File: config.mk
export PLATFORM = sky130hd
export DESIGN_NAME = csr_bank
export DESIGN_NICKNAME = d
export VERILOG_FILES = /design/src/rtl/csr_bank_pkg.sv /design/src/rtl/csr_bank_ctrl.sv /design/src/rtl/csr_bank_field.sv /design/src/rtl/csr_bank_dp.sv /design/src/rtl/csr_bank.sv
export SDC_FILE = /design/constraint.sdc
export NUM_CORES = 1
export LEC_CHECK = 0
export ABC_CLOCK_PERIOD_IN_PS = 850
export BUFFER_PORTS_ARGS = -buffer_cell sky130_fd_sc_hd__buf_4
export CORE_MARGIN = 5
export CORE_UTILIZATION = 44
export CTS_CLUSTER_DIAMETER = 50
export DETAILED_ROUTE_END_ITERATION = 6
export PLACE_DENSITY = 0.83
export SLEW_MARGIN = 10
export SYNTH_ARGS = -nofsm -noshare
export SYNTH_HDL_FRONTEND = slang
export SYNTH_HIERARCHICAL = 1
export SYNTH_SLANG_ARGS = --single-unit
File: constraint.sdc
create_clock -name clk -period 0.85 [get_ports clk]
set_input_delay 0 -clock clk [delete_from_list [all_inputs] [get_ports clk]]
set_output_delay 0 -clock clk [all_outputs]
set_load 0.03 [all_outputs]
File: src/rtl/csr_bank_pkg.sv
package csr_bank_pkg;

  localparam int BUS_W  = 8;
  localparam int RAW_W  = 8;
  localparam int NFIELD = 4;

  typedef enum logic [1:0] {
    ACC_RO = 2'd0,
    ACC_WO = 2'd1,
    ACC_RW = 2'd2
  } acc_e;

  localparam int   FLD_W    [NFIELD] = '{5, 4, 3, 2};
  localparam acc_e FLD_BUS  [NFIELD] = '{ACC_RW, ACC_RO, ACC_WO, ACC_RW};
  localparam acc_e FLD_CORE [NFIELD] = '{ACC_RO, ACC_WO, ACC_RO, ACC_RW};

  function automatic int fldLsb(input int idx);
    int s;
    s = 0;
    for (int i = 0; i < idx; i++) s += FLD_W[i];
    return s;
  endfunction

  function automatic bit canRd(input acc_e a);
    return a != ACC_WO;
  endfunction

  function automatic bit canWr(input acc_e a);
    return a != ACC_RO;
  endfunction

  localparam int PACK_W = fldLsb(NFIELD);
  localparam int NWORDS = (PACK_W + BUS_W - 1) / BUS_W;
  localparam int REG_W  = NWORDS * BUS_W;

  // per-bit policy mask; coreSide selects which policy table, wr selects write or read
  function automatic logic [PACK_W-1:0] buildMask(input bit coreSide, input bit wr);
    logic [PACK_W-1:0] m;
    acc_e a;
    bit   ok;
    m = '0;
    for (int f = 0; f < NFIELD; f++) begin
      a  = coreSide ? FLD_CORE[f] : FLD_BUS[f];
      ok = wr ? canWr(a) : canRd(a);
      if (ok) begin
        for (int b = 0; b < FLD_W[f]; b++) m[fldLsb(f) + b] = 1'b1;
      end
    end
    return m;
  endfunction

  localparam logic [PACK_W-1:0] BUS_WR_MASK  = buildMask(1'b0, 1'b1);
  localparam logic [PACK_W-1:0] BUS_RD_MASK  = buildMask(1'b0, 1'b0);
  localparam logic [PACK_W-1:0] CORE_RD_MASK = buildMask(1'b1, 1'b0);

  typedef struct packed {
    logic              rawWr;
    logic              rawRd;
    logic [NWORDS-1:0] wordWr;
    logic [NWORDS-1:0] wordRd;
  } strobe_t;

endpackage

File: src/rtl/csr_bank_ctrl.sv
module csr_bank_ctrl
  import csr_bank_pkg::*;
#(
  parameter int ADDR_W   = 4,
  parameter int RAW_ADDR = 0,
  parameter int MGD_BASE = 1
) (
  input  logic [ADDR_W-1:0] busAddr,
  input  logic              busWe,
  output strobe_t           strb
);

  logic              rawSel;
  logic [NWORDS-1:0] wordSel;

  assign rawSel = (busAddr == ADDR_W'(RAW_ADDR));

  // lowest address holds the most significant word
  for (genvar k = 0; k < NWORDS; k++) begin : g_word
    localparam int WI = NWORDS - 1 - k;
    assign wordSel[WI] = (busAddr == ADDR_W'(MGD_BASE + k));
  end

  always_comb begin
    strb.rawRd  = rawSel;
    strb.rawWr  = rawSel & busWe;
    strb.wordRd = wordSel;
    strb.wordWr = wordSel & {NWORDS{busWe}};
  end

endmodule

File: src/rtl/csr_bank_field.sv
module csr_bank_field #(
  parameter int W = 1
) (
  input  logic         clk,
  input  logic         rstN,
  input  logic [W-1:0] busEn,
  input  logic [W-1:0] busData,
  input  logic         coreEn,
  input  logic [W-1:0] coreData,
  output logic [W-1:0] q
);

  always_ff @(posedge clk or negedge rstN) begin
    if (!rstN)       q <= '0;
    else if (coreEn) q <= coreData;
    else             q <= (q & ~busEn) | (busData & busEn);
  end


  core_wins_chk: assert property (@(posedge clk) disable iff (!rstN)
    coreEn |=> q == $past(coreData));


  hold_chk: assert property (@(posedge clk) disable iff (!rstN)
    (!coreEn && busEn == '0) |=> $stable(q));

endmodule

File: src/rtl/csr_bank_dp.sv
module csr_bank_dp
  import csr_bank_pkg::*;
(
  input  logic              clk,
  input  logic              rstN,
  input  strobe_t           strb,
  input  logic [BUS_W-1:0]  busWdata,
  input  logic [RAW_W-1:0]  rawIn,
  input  logic [PACK_W-1:0] fieldIn,
  input  logic [NFIELD-1:0] fieldWe,
  output logic [BUS_W-1:0]  busRdata,
  output logic [RAW_W-1:0]  rawOut,
  output logic              rawStb,
  output logic [PACK_W-1:0] fieldOut
);

  logic [PACK_W-1:0] busEn;
  logic [PACK_W-1:0] busData;
  logic [PACK_W-1:0] storeQ;
  logic [REG_W-1:0]  rdView;
  logic [BUS_W-1:0]  rdNext;

  // expand word write strobes to bits, gated by bus write policy
  always_comb begin
    for (int b = 0; b < PACK_W; b++) begin
      busEn[b]   = strb.wordWr[b / BUS_W] & BUS_WR_MASK[b];
      busData[b] = busWdata[b % BUS_W];
    end
  end

  for (genvar f = 0; f < NFIELD; f++) begin : g_fld
    localparam int LSB = fldLsb(f);
    localparam int W   = FLD_W[f];
    localparam bit CW  = canWr(FLD_CORE[f]);
    logic coreEn;
    assign coreEn = fieldWe[f] & CW;
    csr_bank_field #(.W(W)) u_fld (
      .clk      (clk),
      .rstN     (rstN),
      .busEn    (busEn[LSB +: W]),
      .busData  (busData[LSB +: W]),
      .coreEn   (coreEn),
      .coreData (fieldIn[LSB +: W]),
      .q        (storeQ[LSB +: W])
    );
  end

  assign fieldOut = storeQ & CORE_RD_MASK;
  assign rdView   = REG_W'(storeQ & BUS_RD_MASK);

  always_comb begin
    rdNext = '0;
    if (strb.rawRd) rdNext = BUS_W'(rawIn);
    for (int w = 0; w < NWORDS; w++) begin
      if (strb.wordRd[w]) rdNext = rdNext | rdView[w*BUS_W +: BUS_W];
    end
  end

  always_ff @(posedge clk or negedge rstN) begin
    if (!rstN) begin
      busRdata <= '0;
      rawOut   <= '0;
      rawStb   <= 1'b0;
    end else begin
      busRdata <= rdNext;
      rawStb   <= strb.rawWr;
      if (strb.rawWr) rawOut <= busWdata[RAW_W-1:0];
    end
  end


  raw_pulse_chk: assert property (@(posedge clk) disable iff (!rstN)
    strb.rawWr |=> rawStb && rawOut == $past(busWdata[RAW_W-1:0]));


  raw_quiet_chk: assert property (@(posedge clk) disable iff (!rstN)
    !strb.rawWr |=> !rawStb);


  raw_read_chk: assert property (@(posedge clk) disable iff (!rstN)
    strb.rawRd |=> busRdata == BUS_W'($past(rawIn)));


  decode_onehot_chk: assert property (@(posedge clk) disable iff (!rstN)
    $onehot0({strb.rawRd, strb.wordRd}));


  idle_read_zero_chk: assert property (@(posedge clk) disable iff (!rstN)
    !(strb.rawRd || (|strb.wordRd)) |=> busRdata == '0);

endmodule

File: src/rtl/csr_bank.sv
module csr_bank
  import csr_bank_pkg::*;
#(
  parameter int ADDR_W   = 4,
  parameter int RAW_ADDR = 0,
  parameter int MGD_BASE = 1
) (
  input  logic              clk,
  input  logic              rstN,
  input  logic [ADDR_W-1:0] busAddr,
  input  logic              busWe,
  input  logic [BUS_W-1:0]  busWdata,
  output logic [BUS_W-1:0]  busRdata,
  output logic [RAW_W-1:0]  rawOut,
  output logic              rawStb,
  input  logic [RAW_W-1:0]  rawIn,
  output logic [PACK_W-1:0] fieldOut,
  input  logic [PACK_W-1:0] fieldIn,
  input  logic [NFIELD-1:0] fieldWe
);

  strobe_t strb;

  csr_bank_ctrl #(
    .ADDR_W   (ADDR_W),
    .RAW_ADDR (RAW_ADDR),
    .MGD_BASE (MGD_BASE)
  ) u_ctrl (
    .busAddr (busAddr),
    .busWe   (busWe),
    .strb    (strb)
  );

  csr_bank_dp u_dp (
    .clk      (clk),
    .rstN     (rstN),
    .strb     (strb),
    .busWdata (busWdata),
    .rawIn    (rawIn),
    .fieldIn  (fieldIn),
    .fieldWe  (fieldWe),
    .busRdata (busRdata),
    .rawOut   (rawOut),
    .rawStb   (rawStb),
    .fieldOut (fieldOut)
  );

endmodule

# Word-level counts from Yosys, hierarchy flattened
# Index checks and enable logic that the tools add are counted.
[op_classes] n_bitwise=16 eq_ne=2 muxes=4 reduce_logical=1
[op_table] op="$mux W8" n=3
[op_table] op="$and A5 B5 Y5" n=2
[op_table] op="$or A8 B6 Y8" n=1
[op_table] op="$or A8 B8 Y8" n=1
[op_table] op="$and A2 B2 Y2" n=3
[op_table] op="$and A3 B3 Y3" n=2
[op_table] op="$not A5 Y5" n=1
[op_table] op="$or A5 B5 Y5" n=1
[op_table] op="$eq A4 B1 Y1 const B" n=1
[op_table] op="$eq A4 B2 Y1 const B" n=1
[op_table] op="$logic_not A4 Y1" n=1
[op_table] op="$not A3 Y3" n=1
[op_table] op="$or A3 B3 Y3" n=1
[op_table] op="$mux W2" n=1
[op_table] op="$not A2 Y2" n=1
[op_table] op="$or A2 B2 Y2" n=1
[op_table] op="$and A1 B1 Y1" n=1
[word_totals] inputBits=41 regBits=31

# Logic depth before layout (Yosys ltp)
[depth] ltp_word=6 depth_mapped=5 mapped_depth_nobuf=4

# Hierarchy
# Netlist, hierarchy kept.
[by_module_without_submodules] module="csr_bank_dp" area_each_um2=660.6 instances=1 cells_per_inst=44
[by_module_without_submodules] module="csr_bank_field at u_dp.g_fld[0].u_fld" area_each_um2=234.0 instances=1 cells_per_inst=21
[by_module_without_submodules] module="csr_bank_field at u_dp.g_fld[1].u_fld" area_each_um2=175.2 instances=1 cells_per_inst=16
[by_module_without_submodules] module="csr_bank_field at u_dp.g_fld[2].u_fld" area_each_um2=131.4 instances=1 cells_per_inst=12
[by_module_without_submodules] module="csr_bank_field at u_dp.g_fld[3].u_fld" area_each_um2=87.6 instances=1 cells_per_inst=8
[by_module_without_submodules] module="csr_bank_ctrl" area_each_um2=65.1 instances=1 cells_per_inst=10

# Worst setup path after synthesis
# No wires, ideal clock.
[synth_timing] path_type="input port to flip-flop" from="in busAddr[3]" to="reg with a tool-made name" t_required_ns=0.731 setup_time_ns=0.119 stages=4 n_path_buf=0 arrival_ns=1.055 path_slack_ns=-0.324 path_cell_list="or3b_4 nor2_1 mux2i_1 o21ai_2"
[synth_lines] item="start: declaration" line="csr_bank.sv:10" text="input logic [ADDR_W-1:0] busAddr,"

==> results.cfg <==
[worst_hold_path]
min-delay-start = rawIn[0]
hp-class = in2reg
min_path_cells = 3
min_to = u_dp/busRdata[0]$_DFF_PN0_

[grt]
grt_pass1_vias = 1596
grtUsageTotal_pct = 26.7
grt_pass1_wl_mm = 8.31
antenna_found_initial = 0
grt_overflow = 0
grt_max_degree = 32

[setup_path]
slowest_stage = or3b_4
endpoint_kind = flop
path_class = in2reg
crit_chain = buf_6, or3b_4, buf_6, nor2_4, buf_6, mux2i_2, o21ai_1
crit_family = simple AND/OR/NAND/NOR gates
r2r_end = u_dp/busRdata[0]$_DFF_PN0_
required_ns = 1.09
startpoint_type = input pin
arrival_ns = 1.28
cpMostUsedCell = buf_6
worst_path_largest_cell_delay_ns = 0.42
ff2ff_path_depth = 3
crit_buf_inv = 3
r2r_slack_ns = -0.16
cp_max_fo = 3

[clock_network]
cts_hold_buf = 24
clk-insertion-delay-late_ns = 0.35
cts-root-buf = clkbuf_4
cts_tree = yes
cts.sinks = 31
cts_made_buffers = 5
cts.path.max_buffers = 2
cts.clk_slew.worst_paths_ns = 0.11
h-tree-depth = 2

[layout]
n_antenna_cell = 0
layout.nets = 276
utilization_pct = 84.8
drive_gt1_share_pct = 50.0
area_growth_pct = 88.0

[timing]
worst_pin_slew_ns = 0.488
post-route-period-util_pct = 123
finClkSkew_ns = 0.0181
worst_slack_ns = -0.194
min_period_ns = 1.04
finalSetupViolations = 49
slew-limit-headroom_pct = 67.1
timing.hold.ws_ns = -0.0875
hold_viol = 1
report.final.slew_viol_count = 0
rsz0062_at_grt = true
max_freq_ghz = 0.958

[power]
p_per_area_nw_per_um2 = 1600
peakVddDrop_uv = 1140
leakage_nw = 1.27

[yosys]
synthFlopType = dfrtp_1
yosys.area_share.xor_xnor_pct = 0
synth_top_family_by_area = multiplexers
synth.distinct_cells = 21
synth_most_common_cell = dfrtp_1
syn_inst = 111
synth.avg_cell_area_um2 = 12.2
synth_edf_count = 0
synth_top_area_share_pct = 57.3
yosysTopAreaCell = dfrtp_1
ys_seq_elements = 31
synth-simple-area-share_pct = 8.13
ys_warn_count = 6
synth_area_leaders = dfrtp_1, mux2i_1, o21ai_1, nand2_1, mux2_1
synthAdderAreaFrac_pct = 0
synthTopCellsByCount = dfrtp_1, mux2i_1, nand2_1
syn_area_um2 = 1350
synthMuxAreaShare_pct = 17.0
ys_seq_area_share_pct = 57.3
synth_compound_area_share_pct = 11.3
synthArstFlopShare_pct = 100

[place]
place_ws_ns = -0.484
io_buffer_count = 65
gp_congestion = 0.809
post-dp-hpwl_mm = 2.75

[drt]
via_per_inst = 5.34
dr.pass1.iters = 4
wl_per_cell_um = 20.5
routed_wl_mm = 5.51
first_iter_violations = 202
drcViolationCount = 0
vias = 1437
ant_nets = 0

[run_status]
status = complete, but fails checks
violations = negative hold slack, negative setup slack

[floorplan]
io-pin-count = 72
core_area_um2 = 3000
die-area_um2 = 4290
start_util_pct = 45.1
die_w_um = 65.5
rows = 20
die_h_um = 65.5

[job]
drv_cap = 0
power by group:
part | switching, mW | leakage (nW) | total, mW | internal [mW]
Combinational | 0.697 | 0.849 | 1.43 | 0.733
Sequential | 0.147 | 0.388 | 1.79 | 1.64
Clock | 0.532 | 0.0293 | 0.854 | 0.322
Total | 1.38 | 1.27 | 4.07 | 2.70
cells by family (layout without fill, tap and decap cells):
family,after synthesis,count (layout)
AO/OA/AOI/OAI,22,22
AND/OR/NAND/NOR,23,23
other,1,15
buffers and inverters,12,123
flip-flops,31,31
multiplexers,22,22
per-layer routing:
metal,GRT usage (%),vias to the layer above,share of wire [%]
met3,7.52,16,7.5
met1,29.6,700,38
met5,0,-,0
met2,48.5,101,52
met4,9.33,0,2.3
li1,-,620,-
worst max-delay path by stage:
stage / from / endpoint / slack, ns / cells after the start
floorplan: busAddr[3] / u_dp/rawOut[0]$_DFFE_PN0P_ / -0.30 / 4
global placement: busAddr[3] / u_dp/rawOut[0]$_DFFE_PN0P_ / -0.47 / 5
detailed placement: busAddr[3] / u_dp/rawOut[0]$_DFFE_PN0P_ / -0.48 / 5
CTS: flop / u_dp/busRdata[0]$_DFF_PN0_ / -0.16 / 3
global route: flop / u_dp/busRdata[0]$_DFF_PN0_ / -0.26 / 3
finish: busAddr[3] / flop / -0.19 / 7
layout make-up:
type,count,area (um2)
fill,121,458
sequential,31,779
clock buffer,7,45.0
multi-input combinational,82,616
inverter,3,11.3
timing repair buffer,112,1050
tap,33,41.3
clock inverter,1,5.00
tightest hold or removal path: stages:
cell and delay (ns):
buf_4 0.08, a222oi_1 0.09, inv_1 0.06
layout by cell type (no fill, tap or decap):
cell	n
buf_4	49
buf_6	39
dfrtp_1	28
dlygate4sd3_1	24
conb_1	15
nand2_1	14
o21ai_1	13
mux2i_1	10
mux2_4	8
clkbuf_4	5
a22o_2	4
mux2i_2	4
a222oi_1	3
inv_1	3
dfrtp_2	3
clkbuf_1	2
nand2b_1	2
nor3_1	2
nor2_4	2
clkinv_2	1
or3b_4	1
nor4_1	1
nor3_4	1
a22o_1	1
o21ai_2	1
metrics by stage:
stage | power, mW | TNS, ns | hold WS, ns | cells | cell area, um2
2_1_floorplan | 2.30 | -4.52 | -0.296 | 125 | 1420
3_3_place_gp | 2.77 | -8.77 | -0.0531 | 229 | 1990
3_5_place_dp | 2.80 | -9.56 | -0.0463 | 229 | 1990
4_1_cts | 3.94 | -2.11 | -0.0826 | 269 | 2520
5_1_grt | 4.23 | -4.91 | -0.0804 | 269 | 2540
6_report | 4.07 | -3.64 | -0.0875 | 269 | 2540
what timing repair did:
| item | in CTS | in global routing |
|---|---|---|
| setup endpoints to repair | 48 | 51 |
| gates resized for setup | 47 | 7 |
| setup buffers | 8 | 0 |
| pin swaps | 1 | 0 |
| gates cloned | 0 | 0 |
| hold endpoints to repair | 58 | 1 |
(Power assumes the default switching activity.)
